`src/rtl/srg_pkg.sv`:
```
package srg_pkg;
  typedef enum logic [1:0] {
    ST_FAULT = 2'd0,
    ST_HOLD  = 2'd1,
    ST_RUN   = 2'd2
  } srg_state_e;
endpackage

```
`src/rtl/srg_sync.sv`:
```
module srg_sync #(
  parameter int  STAGES    = 2,
  parameter logic RESET_VAL = 1'b0
) (
  input  logic clk,
  input  logic arst_n,
  input  logic d,
  output logic q
);
  logic [STAGES-1:0] chain_q;
  logic [STAGES-1:0] chain_d;

  generate
    for (genvar i = 0; i < STAGES; i++) begin : g_stage
      if (i == 0) begin : g_first
        assign chain_d[i] = d;
      end else begin : g_next
        assign chain_d[i] = chain_q[i-1];
      end
    end
  endgenerate

  always_ff @(posedge clk or negedge arst_n) begin
    if (!arst_n) chain_q <= {STAGES{RESET_VAL}};
    else         chain_q <= chain_d;
  end

  assign q = chain_q[STAGES-1];
endmodule

```
`src/rtl/srg_hold_timer.sv`:
```
module srg_hold_timer #(
  parameter int HOLD_CYCLES = 20_000_000,
  localparam int CW = (HOLD_CYCLES > 1) ? $clog2(HOLD_CYCLES) : 1
) (
  input  logic clk,
  input  logic arst_n,
  input  logic clr,
  input  logic en,
  output logic done
);
  localparam logic [CW-1:0] LAST = CW'(HOLD_CYCLES - 1);

  logic [CW-1:0] cnt_q;
  logic [CW-1:0] cnt_d;

  assign done = en && (cnt_q == LAST);

  always_comb begin
    cnt_d = cnt_q;
    if (clr)       cnt_d = '0;
    else if (done) cnt_d = '0;
    else if (en)   cnt_d = cnt_q + 1'b1;
  end

  always_ff @(posedge clk or negedge arst_n) begin
    if (!arst_n) cnt_q <= '0;
    else         cnt_q <= cnt_d;
  end

  // the count stays below the interval length
  p_cnt_bound_r9: assert property (@(posedge clk) disable iff (!arst_n)
    cnt_q <= LAST);

  // a clear always leaves the count at zero on the next cycle
  p_clear_zero_r5: assert property (@(posedge clk) disable iff (!arst_n)
    clr |=> (cnt_q == '0));
endmodule

```
`src/rtl/sup_reset_gen.sv`:
```
module sup_reset_gen
  import srg_pkg::*;
#(
  parameter int HOLD_CYCLES = 20_000_000,
  parameter int SYNC_STAGES = 2
) (
  input  logic clk,
  input  logic arst_n,
  input  logic supply_ok,
  input  logic man_rst_n,
  output logic rst_out_n,
  output logic rst_out
);
  logic supply_ok_s;
  logic man_rst_n_s;
  logic fault;
  logic tmr_clr;
  logic tmr_en;
  logic tmr_done;
  srg_state_e state_q;
  srg_state_e state_d;

  // Both sources reset to their fault level, so power-on starts in reset.
  srg_sync #(.STAGES(SYNC_STAGES), .RESET_VAL(1'b0)) u_sync_sup (
    .clk(clk), .arst_n(arst_n), .d(supply_ok), .q(supply_ok_s));

  srg_sync #(.STAGES(SYNC_STAGES), .RESET_VAL(1'b0)) u_sync_man (
    .clk(clk), .arst_n(arst_n), .d(man_rst_n), .q(man_rst_n_s));

  assign fault = !supply_ok_s || !man_rst_n_s;

  assign tmr_clr = (state_q != ST_HOLD) || fault;
  assign tmr_en  = (state_q == ST_HOLD) && !fault;

  srg_hold_timer #(.HOLD_CYCLES(HOLD_CYCLES)) u_timer (
    .clk(clk), .arst_n(arst_n), .clr(tmr_clr), .en(tmr_en), .done(tmr_done));

  always_comb begin
    state_d = state_q;
    unique case (state_q)
      ST_FAULT: if (!fault) state_d = ST_HOLD;
      ST_HOLD: begin
        if (fault)         state_d = ST_FAULT;
        else if (tmr_done) state_d = ST_RUN;
      end
      ST_RUN:   if (fault) state_d = ST_FAULT;
      default:  state_d = ST_FAULT;
    endcase
  end

  always_ff @(posedge clk or negedge arst_n) begin
    if (!arst_n) state_q <= ST_FAULT;
    else         state_q <= state_d;
  end

  assign rst_out_n = (state_q == ST_RUN);
  assign rst_out   = !rst_out_n;

  // a low supply flag forces reset on the following cycle
  p_supply_forces_r2: assert property (@(posedge clk) disable iff (!arst_n)
    !supply_ok_s |=> !rst_out_n);

  // a synchronized manual request forces reset on the following cycle
  p_manual_forces_r3: assert property (@(posedge clk) disable iff (!arst_n)
    !man_rst_n_s |=> !rst_out_n);

  // release only comes from a completed hold with no fault
  p_release_after_hold_r4: assert property (@(posedge clk) disable iff (!arst_n)
    $rose(rst_out_n) |-> ($past(tmr_done) && !$past(fault)));

  // the two outputs are always complementary
  p_outputs_inverse_r8: assert property (@(posedge clk) disable iff (!arst_n)
    rst_out != rst_out_n);
endmodule

```
`config.mk`:
```
export PLATFORM = sky130hd
export DESIGN_NAME = sup_reset_gen
export DESIGN_NICKNAME = d
export VERILOG_FILES = /design/src/rtl/srg_pkg.sv /design/src/rtl/srg_sync.sv /design/src/rtl/srg_hold_timer.sv /design/src/rtl/sup_reset_gen.sv
export SDC_FILE = /design/constraint.sdc
export NUM_CORES = 1
export LEC_CHECK = 0
export ABC_CLOCK_PERIOD_IN_PS = 4900
export BUFFER_PORTS_ARGS = -buffer_cell sky130_fd_sc_hd__buf_2
export CAP_MARGIN = 20
export CORE_MARGIN = 1
export CORE_UTILIZATION = 38
export CTS_CLUSTER_SIZE = 12
export DETAILED_ROUTE_END_ITERATION = 10
export SLEW_MARGIN = 20
export SYNTH_ARGS = -nofsm -noshare
export SYNTH_HDL_FRONTEND = slang
export SYNTH_SLANG_ARGS = --single-unit
```
`constraint.sdc`:
```
create_clock -name clk -period 4.9 [get_ports clk]
set_input_delay 0.49 -clock clk [delete_from_list [all_inputs] [get_ports clk]]
set_output_delay 0.49 -clock clk [all_outputs]
set_load 0.005 [all_outputs]
```
==> impl_metrics.py, run 1 <==
metrics = {
    "floorplanning": {
        "fp.dieH_um": 65.4,
        "num_rows": 22,
        "fp.dieW_um": 65.4,
        "fp.coreArea_um2": 3770,
        "io_pins": 6,
        "start_util_pct": 40.5,
        "dieArea_um2": 4280,
    },
    "cells_and_area": {
        "final_nets": 159,
        "fin_cells": 203,
        "antenna_cells": 0,
        "final_common_cell": "dfrtp_1",
        "drive_above_1_share_pct": 13.5,
        "n_fill_cell": 364,
        "syn_to_final_growth_pct": 10.7,
        "final_cell_mix": "dfrtp_1, nor3_1, nand2_1, nand3_1",
        "final_cell_area_um2": 1690,
    },
    "power_and_ir_drop": {
        "power_density_nw_per_um2": 287,
        "finalPower_uw": 485,
        "p_leak_nw": 0.637,
        "irDropWorstVdd_uv": 183,
    },
    "sta": {
        "fin_crit_sh_pct": 47.9,
        "max_slew_margin_pct": 38.1,
        "rsz0062_at_grt": "no",
        "tightest_slew_ns": 0.926,
        "max_freq_mhz": 426,
        "fin_worst_skew_ns": 0.00387,
        "finalMaxSlewViolations": 0,
        "setup_tns_ns": 0,
        "fin_crit_ns": 2.35,
        "finalSetupViolations": 0,
        "hold_viol": 0,
        "setup_ws_ns": 2.55,
    },
    "setup_path": {
        "cp.required_ns": 5.02,
        "critPathMaxFanout": 14,
        "crit_type": "register to register",
        "r2r_slack_ns": 2.55,
        "worstSetupStartpointType": "register",
        "cp.arrival_ns": 2.47,
        "cp-end-kind": "register",
        "reg2reg_depth": 6,
        "crit-reg2reg-launch": "u_timer.cnt_q[0]",
        "worstReg2RegEnd": "u_timer.cnt_q[1]",
    },
    "clocking": {
        "clk_pin_slew_ns": 0.06,
        "clockBufferDepth": 2,
        "clk_latency_ns": 0.28,
        "postCtsHoldBufs": 0,
        "h-tree-depth": 2,
        "cts_setup_buffers": 0,
        "cts_resized": 0,
        "cts_sinks": 31,
        "cts_tree": "yes",
        "cts_root_buf": "clkbuf_8",
        "numCtsBuffers": 5,
    },
    "global_route": {
        "grt_util_all_layers_pct": 17.1,
        "grt_remaining_overflow": 0,
        "grt_first_pass_wirelength_mm": 5.42,
        "grt_pass1_vias": 1087,
        "antenna_found_initial": 0,
        "grt_max_degree": 32,
    },
    "job": {
        "cap_violations": 0,
    },
    "drt": {
        "drcViolationCount": 0,
        "routedWlPerCell_um": 15.2,
        "viasPerCell": 5.95,
        "met3_length_um": 197,
        "drt-initial-drc-count": 153,
        "dr.pass1.iters": 4,
        "wl_met2_mm": 1.40,
        "postRouteAntennaNets": 0,
        "via_count": 1208,
        "top_layer_used": "met4",
        "drt_wl_total_mm": 3.09,
        "wl_met1_mm": 1.43,
    },
    "synthesis": {
        "synthesis.nets": 154,
        "avgSynthCellArea_um2": 10.3,
        "syn-instance-count": 149,
        "syn_area_um2": 1530,
        "seq_area_frac_synth_pct": 50.7,
        "ys_warn_count": 0,
        "synth_seq_cells": 31,
        "yosysTopAreaCellShare_pct": 50.7,
        "synth.largest_area_cell": "dfrtp_1",
        "ys_top_cells_by_area": "dfrtp_1, nor3_1, xor2_1",
        "synth_cell_types": 29,
    },
    "placement": {
        "place_ws_ns": 2.58,
        "dp.cells": 195,
        "io_buffers": 5,
        "post-dp-hpwl_mm": 2.15,
        "place_area_um2": 1590,
        "globalplace.congestion": 0.789,
    },
    "min_path": {
        "min_path_type": "input pin to asynchronous set/reset pin",
    },
    "run_status": {
        "status": "finished, final reports clean",
    },
}
critical path: stages, from the launching register on:
cell and delay (ns):
dfrtp_1 0.39, ha_1 0.21, and3_1 0.31, nand2_1 0.16
nor3_2 0.70, buf_4 0.33, nor3b_1 0.08
power by group:
part / switching, mW / leakage (nW) / internal, mW
clock network: 0.0891 / 0.0515 / 0.128
logic: 0.00745 / 0.162 / 0.00156
registers: 0.000965 / 0.423 / 0.258
cell usage after synthesis:
| cell | count |
|---|---|
| a31o_2 | 1 |
| and4_1 | 3 |
| or3_1 | 3 |
| nand2b_1 | 1 |
| or4_1 | 8 |
| nand3_1 | 9 |
| inv_1 | 2 |
| xor2_1 | 7 |
| ha_1 | 1 |
| nor2_1 | 5 |
| nor4_1 | 3 |
| o31ai_1 | 8 |
| xnor2_1 | 5 |
| clkbuf_1 | 5 |
| a211oi_1 | 7 |
| dfrtp_1 | 31 |
| nand4_1 | 5 |
| nand4_2 | 1 |
| nor3b_1 | 1 |
| a21oi_1 | 1 |
| a21boi_0 | 1 |
| buf_2 | 3 |
| and4bb_2 | 1 |
| nand2_1 | 12 |
| o21ai_0 | 3 |
| nor3_1 | 14 |
| and4_2 | 1 |
| a211oi_2 | 3 |
| and3_1 | 4 |
kinds of logic after synthesis:
family,after synthesis,share of synthesized area [%]
simple gates,71,26.7
flops,31,50.7
compound gates,24,12.2
xor+xnor,12,6.87
buf+inv,10,2.70
fa+ha+maj,1,0.818
layer usage:
metal | vias up | global-route usage [%]
met2 | 50 | 24.4
li1 | 570 | -
met4 | 0 | 8.15
met1 | 579 | 24.0
met5 | - | 0
met3 | 9 | 4.17
per-stage QoR:
stage                     utilization, %  hold WS (ns)
final                               44.9         0.240
after global placement              42.2         0.334
after CTS                           44.9         0.266
after global routing                44.9         0.309
after floorplan                        -         0.194
after detailed placement            42.2         0.338
worst max-delay path by stage:
| stage | endpoint | from | slack, ns |
|---|---|---|---|
| CTS | u_timer.cnt_q[1] | u_timer.cnt_q[0] | 2.54 |
| global placement | u_timer.cnt_q[11] | u_timer.cnt_q[0] | 2.65 |
| floorplan | u_timer.cnt_q[3] | u_timer.cnt_q[0] | 2.97 |
| global route | u_timer.cnt_q[9] | u_timer.cnt_q[0] | 2.37 |
| finish | u_timer.cnt_q[1] | u_timer.cnt_q[0] | 2.55 |
| detailed placement | u_timer.cnt_q[1] | u_timer.cnt_q[0] | 2.58 |
sequential cells by signal, indices dropped and copies added (netlist names):
register and cells:
u_sync_sup.chain_q 2, state_q 2, u_sync_man.chain_q 2, u_timer.cnt_q 25
area by class of cell:
cell class	count	area [um^2]	share of cell area [%]
Timing Repair Buffer	6	32.5	1.92
Sequential cell	31	776	45.8
Multi-Input combinational cell	108	717	42.4
Clock buffer	8	100	5.91
Inverter	2	7.51	0.443
Tap cell	48	60.1	3.55
No activity file was read; power rests on OpenSTA's default activity.
==> run 2, diff against run 1 <==
--- a/config.mk
+++ b/config.mk
@@ -5,7 +5,8 @@
 export SDC_FILE = /design/constraint.sdc
 export NUM_CORES = 1
 export LEC_CHECK = 0
-export ABC_CLOCK_PERIOD_IN_PS = 4900
+export ABC_AREA = 1
+export ABC_CLOCK_PERIOD_IN_PS = 2000
 export BUFFER_PORTS_ARGS = -buffer_cell sky130_fd_sc_hd__buf_2
 export CAP_MARGIN = 20
 export CORE_MARGIN = 1
==> constraint.sdc (replaced) <==
create_clock -name clk -period 2 [get_ports clk]
set_input_delay 0.2 -clock clk [delete_from_list [all_inputs] [get_ports clk]]
set_output_delay 0.2 -clock clk [all_outputs]
set_load 0.005 [all_outputs]
==> run 2 against run 1 <==
Combinational power grew to 3.9 times the previous value. Flip-flop and latch count is the same. Cell count grew 49%. First-iteration DRC count shrank 42%. Routed wire length grew 16%. Largest cell class is now multi-input combinational cells.
==> impl_metrics.py, run 2 <==
metrics = {
    "cells_and_area": {
        "regMostFlops": "u_timer.cnt_q",
        "final_core_util_pct": 45.4,
        "final_common_cell": "nand2_1",
        "largest_reg_flops": 25,
        "antenna_cells": 0,
        "syn_to_final_growth_pct": 13.1,
        "final_nets": 254,
        "n_fill_cell": 464,
        "drive_above_1_share_pct": 16.8,
        "final_cell_mix": "nand2_1, nor2_1, dfrtp_1, inv_1, xor2_1",
    },
    "synthesis": {
        "ys_top_cells_by_area": "dfrtp_1, nand2_1, nor2_1",
        "synth_edf_count": 0,
        "synth_seq_cells": 31,
        "synthesis.nets": 240,
        "yosysMostFrequentCell": "nand2_1",
        "syn_area_um2": 1780,
        "synthArstFlopShare_pct": 100,
        "seq_area_frac_synth_pct": 43.5,
        "synth_cell_types": 24,
        "synthTopCellsByCount": "nand2_1, nor2_1, dfrtp_1",
        "yosysTopAreaCellShare_pct": 43.5,
        "ys_warn_count": 0,
        "synth.largest_area_cell": "dfrtp_1",
        "syn-instance-count": 235,
        "avgSynthCellArea_um2": 7.58,
        "dominantRegCellSynth": "dfrtp_1",
    },
    "clocking": {
        "cts_tree": "yes",
        "clk_pin_slew_ns": 0.06,
        "h-tree-depth": 2,
        "postCtsHoldBufs": 1,
        "cts_resized": 0,
        "cts_root_buf": "clkbuf_8",
        "numCtsBuffers": 5,
        "cts_setup_buffers": 0,
        "clk_latency_ns": 0.29,
        "clockBufferDepth": 2,
        "cts_sinks": 31,
    },
    "placement": {
        "io_buffers": 5,
        "post-dp-hpwl_mm": 2.71,
        "globalplace.congestion": 0.886,
    },
    "floorplanning": {
        "fp.coreArea_um2": 4440,
        "io_pins": 6,
        "dieArea_um2": 4970,
        "fp.dieH_um": 70.5,
        "fp.dieW_um": 70.5,
        "start_util_pct": 40.1,
        "num_rows": 24,
    },
    "setup_path": {
        "crit_chain": "ha_1 > nand2_1 > nor2_2 > nand3_2 > nor2_2 > nor2_4 > nand2_1 > nor2_2",
        "slowest_stage": "dfrtp_1",
        "cp.required_ns": 2.17,
        "critPathMaxFanout": 6,
        "crit_type": "register to register",
        "crit_top_cell": "nor2_2",
        "max_stage_delay_ns": 0.44,
        "worstSetupStartpointType": "register",
        "cp-end-kind": "register",
        "cp.arrival_ns": 1.74,
    },
    "sta": {
        "fin_worst_skew_ns": 0.0103,
        "setup_tns_ns": 0,
        "fin_crit_sh_pct": 78.5,
        "fin_crit_ns": 1.57,
        "max_freq_mhz": 637,
        "finalSetupViolations": 0,
        "max_slew_margin_pct": 53.8,
        "finalMaxSlewViolations": 0,
        "rsz0062_at_grt": "no",
        "tightest_slew_ns": 0.693,
        "hold_viol": 0,
    },
    "global_route": {
        "grt_pass1_vias": 1277,
        "antenna_found_initial": 0,
        "grt_remaining_overflow": 0,
        "grt_util_all_layers_pct": 16.7,
        "grt_max_degree": 32,
        "grt_first_pass_wirelength_mm": 6.20,
    },
    "power_and_ir_drop": {
        "p_leak_nw": 0.859,
        "power_density_nw_per_um2": 651,
        "irDropWorstVdd_uv": 369,
    },
    "drt": {
        "drt_wl_total_mm": 3.59,
        "dr.pass1.iters": 4,
        "via_count": 1384,
        "routedWlPerCell_um": 11.9,
        "drcViolationCount": 0,
        "drt-initial-drc-count": 89,
        "viasPerCell": 4.58,
        "postRouteAntennaNets": 0,
    },
    "min_path": {
        "min_path_type": "register to register",
    },
    "job": {
        "cap_violations": 0,
    },
    "run_status": {
        "status": "finished, final reports clean",
    },
}
[run 2: cells by family (layout without fill, tap and decap cells)]
logic type               Yosys count  after routing  synth area share, %
AND/OR/NAND/NOR                  162            162                 43.3
flip-flops                        31             31                 43.5
buffers and inverters             26             41                 5.48
XOR/XNOR                          12             12                 5.90
AO/OA/AOI/OAI                      3              3                 1.05
adder cells (fa/ha/maj)            1              1                0.702
[run 2: critical path: cells and delay by family, from the launching register on]
kind                     cells  cell delay, ns
flip-flops                   1            0.44
adder cells (fa/ha/maj)      1            0.21
AND/OR/NAND/NOR              7            0.81
[run 2: worst paths after layout]
path                                             from                     to  slack [ns]  cells after the start
min in group asynchronous                      arst_n       u_timer.cnt_q[6]        0.49                      2
max in group asynchronous                      arst_n      u_timer.cnt_q[10]        1.06                      2
worst max-delay path                 u_timer.cnt_q[0]      u_timer.cnt_q[21]        0.43                      8
worst min register to register  u_sync_man.chain_q[0]  u_sync_man.chain_q[1]        0.35                      0
worst max register to register       u_timer.cnt_q[0]      u_timer.cnt_q[21]        0.43                      8
worst min-delay path            u_sync_man.chain_q[0]  u_sync_man.chain_q[1]        0.35                      0
[run 2: routing by layer]
layer | wire length [um] | track usage [%] | vias up
met1 | 1830 | 22.4 | 632
li1 | - | - | 737
met5 | 0 | 0 | -
met3 | 75 | 4.76 | 6
met2 | 1610 | 25.0 | 9
met4 | 68 | 7.48 | 0
[run 2: metrics by stage]
| step | cells | hold slack (ns) | instance area, um^2 | power, mW | worst slack [ns] |
|---|---|---|---|---|---|
| 4_1_cts | 300 | 0.00821 | 2000 | 1.33 | 0.411 |
| 5_1_grt | 302 | 0.361 | 2020 | 1.37 | 0.285 |
| 3_3_place_gp | 291 | 0.286 | 1870 | 0.680 | 0.447 |
| 6_report | 302 | 0.350 | 2020 | 1.31 | 0.431 |
| 2_1_floorplan | 235 | -0.0956 | 1780 | 0.662 | 0.594 |
| 3_5_place_dp | 291 | 0.290 | 1870 | 0.681 | 0.436 |
[run 2: area by class of cell]
| class | count | area, um^2 | share of cell area [%] |
|---|---|---|---|
| repair buffers | 8 | 55.1 | 2.73 |
| clock buffers | 6 | 82.6 | 4.10 |
| clock inverters | 2 | 35.0 | 1.74 |
| inverters | 25 | 93.8 | 4.66 |
| flip-flops and latches | 31 | 776 | 38.5 |
| multi-input cells | 178 | 908 | 45.1 |
| well taps | 52 | 65.1 | 3.23 |
[run 2: report_power, final]
part / switching [mW] / leakage, nW / internal (mW)
sequential: 0.00325 / 0.423 / 0.633
clock: 0.238 / 0.0612 / 0.403
combinational: 0.0247 / 0.375 / 0.0102
total: 0.266 / 0.859 / 1.05
==> run 3, diff against run 2 <==
--- a/config.mk
+++ b/config.mk
@@ -6,7 +6,7 @@
 export NUM_CORES = 1
 export LEC_CHECK = 0
 export ABC_AREA = 1
-export ABC_CLOCK_PERIOD_IN_PS = 2000
+export ABC_CLOCK_PERIOD_IN_PS = 1600
 export BUFFER_PORTS_ARGS = -buffer_cell sky130_fd_sc_hd__buf_2
 export CAP_MARGIN = 20
 export CORE_MARGIN = 1
==> constraint.sdc (replaced) <==
create_clock -name clk -period 1.6 [get_ports clk]
set_input_delay 0.16 -clock clk [delete_from_list [all_inputs] [get_ports clk]]
set_output_delay 0.16 -clock clk [all_outputs]
set_load 0.005 [all_outputs]
==> run 3 against run 2 <==
Combinational power increased by 31%. Clock skew decreased by 0.0073 ns. Cell count is 0.66% higher. Register-to-register slack worse by 0.20 ns. Sequential power increased by 25%. Clock power up 25%. Non-clock buffer count is 2 higher. Worst hold slack about the same. Critical path type unchanged. Largest power group unchanged. Highest routed layer unchanged.
==> impl_metrics.py, run 3 (synthesized netlist as in run 2, its figures left out) <==
metrics = {
    "run_status": {
        "status": "finished, final reports clean",
    },
    "clocking": {
        "cts_sinks": 31,
        "cts_root_buf": "clkbuf_8",
        "cts_setup_buffers": 0,
        "clk_pin_slew_ns": 0.07,
        "h-tree-depth": 2,
        "clockBufferDepth": 2,
        "numCtsBuffers": 5,
        "clk_latency_ns": 0.28,
        "cts_tree": "yes",
    },
    "drt": {
        "routedWlPerCell_um": 11.7,
        "drt_wl_total_mm": 3.56,
        "dr.pass1.iters": 4,
        "drt-initial-drc-count": 51,
        "drcViolationCount": 0,
        "via_count": 1378,
        "postRouteAntennaNets": 0,
        "viasPerCell": 4.53,
    },
    "floorplanning": {
        "fp.coreArea_um2": 4440,
        "dieArea_um2": 4970,
        "io_pins": 6,
        "fp.dieH_um": 70.5,
        "fp.dieW_um": 70.5,
        "start_util_pct": 40.1,
        "num_rows": 24,
    },
    "job": {
        "cap_violations": 0,
    },
    "cells_and_area": {
        "final_common_cell": "nand2_1",
        "final_nets": 256,
        "final_cell_area_um2": 2040,
        "antenna_cells": 0,
        "largest_reg_flops": 25,
        "syn_to_final_growth_pct": 14.3,
        "final_cell_mix": "nand2_1, nor2_1, dfrtp_1, inv_1, xor2_1",
        "n_fill_cell": 445,
        "regMostFlops": "u_timer.cnt_q",
        "drive_above_1_share_pct": 17.5,
    },
    "setup_path": {
        "cp.required_ns": 1.77,
        "cp-end-kind": "register",
        "cp.arrival_ns": 1.54,
        "worstSetupStartpointType": "register",
        "max_stage_delay_ns": 0.35,
        "crit_chain": "ha_1 > nand2_1 > nor2_4 > nand3_2 > clkinv_1 > nand2_2 > nand2_4 > o31ai_1",
        "slowest_stage": "dfrtp_1",
        "crit-reg2reg-launch": "u_timer.cnt_q[0]",
        "cp-startpoint": "u_timer.cnt_q[0]",
        "critPathMaxFanout": 9,
        "crit_type": "register to register",
    },
    "sta": {
        "fin_crit_sh_pct": 85.8,
        "rsz0062_at_grt": "no",
        "max_freq_mhz": 729,
        "max_slew_margin_pct": 53.9,
        "fin_crit_ns": 1.37,
        "hold_viol": 0,
        "finalMaxSlewViolations": 0,
        "tightest_slew_ns": 0.692,
        "hold_ws_ns": 0.350,
        "setup_tns_ns": 0,
        "finalSetupViolations": 0,
        "fin_worst_skew_ns": 0.00295,
    },
    "global_route": {
        "grt_remaining_overflow": 0,
        "grt_first_pass_wirelength_mm": 6.15,
        "antenna_found_initial": 0,
        "grt_pass1_vias": 1314,
        "grt_max_degree": 32,
        "grt_util_all_layers_pct": 16.5,
    },
    "min_path": {
        "min_path_type": "register to register",
        "min_from": "u_sync_sup.chain_q[0]",
    },
    "placement": {
        "globalplace.congestion": 0.833,
        "post-dp-hpwl_mm": 2.73,
        "io_buffers": 5,
        "place_area_um2": 1880,
    },
    "power_and_ir_drop": {
        "p_leak_nw": 0.870,
        "power_density_nw_per_um2": 807,
        "irDropWorstVdd_uv": 437,
    },
}
run 3: cell count changes in the layout (fill, tap and decap cells not counted), sizes merged:
| cell | previous run | this run |
|---|---|---|
| buf | 5 | 7 |
run 3: path summary, 6_finish.rpt:
check,slack [ns],cells past startpoint,to
setup / recovery,0.23,8,state_q[0]
hold / removal,0.35,0,u_sync_sup.chain_q[1]
setup reg to reg,0.23,8,state_q[0]
hold reg to reg,0.35,0,u_sync_sup.chain_q[1]
max in group asynchronous,0.70,2,u_timer.cnt_q[5]
min in group asynchronous,0.46,2,u_timer.cnt_q[22]
run 3: metal layers:
metal	share of wire, %	vias up	global-route usage, %	wire length [um]
met5	0	-	0	0
met4	1.5	0	7.48	53
met3	2.1	5	3.46	75
met2	43	12	23.9	1540
met1	53	618	23.6	1890
li1	-	743	-	-
run 3: final cells by class:
cell class                 instances  area, um^2  area share, %
multi-input combinational        178         913           44.9
inverter                          25        93.8           4.61
timing repair buffer              10        70.1           3.44
sequential                        31         776           38.1
clock inverter                     2        35.0           1.72
tap                               52        65.1           3.20
clock buffer                       6        82.6           4.06
run 3: where the power goes:
group / switching, mW / internal [mW] / leakage [nW]
sequential: 0.00324 / 0.792 / 0.423
combinational: 0.0320 / 0.0137 / 0.386
clock: 0.298 / 0.503 / 0.0612
total: 0.333 / 1.31 / 0.870
run 3: repair_timing:
action	in CTS	in global routing
hold endpoints to repair	33	0
endpoints found under the setup margin	0	7
hold buffers	3	0
gates resized for setup	0	1
run 3: per-stage QoR:
step / setup slack, ns / utilization, % / power (mW) / instances
floorplan: 0.194 / - / 0.827 / 235
global placement: 0.188 / 42.4 / 0.852 / 293
detailed placement: 0.148 / 42.4 / 0.852 / 293
CTS: 0.141 / 45.7 / 1.67 / 304
global route: 0.0445 / 45.8 / 1.71 / 304
finish: 0.228 / 45.8 / 1.64 / 304
run 3: worst max-delay path: cells and delay by family (launching register included):
kind                       cells  cell delay, ns
AOI/OAI and AO/OA              1            0.08
adders and majority gates      1            0.19
and+or+nand+nor                5            0.57
DFF                            1            0.35
buffers and inverters          1            0.06
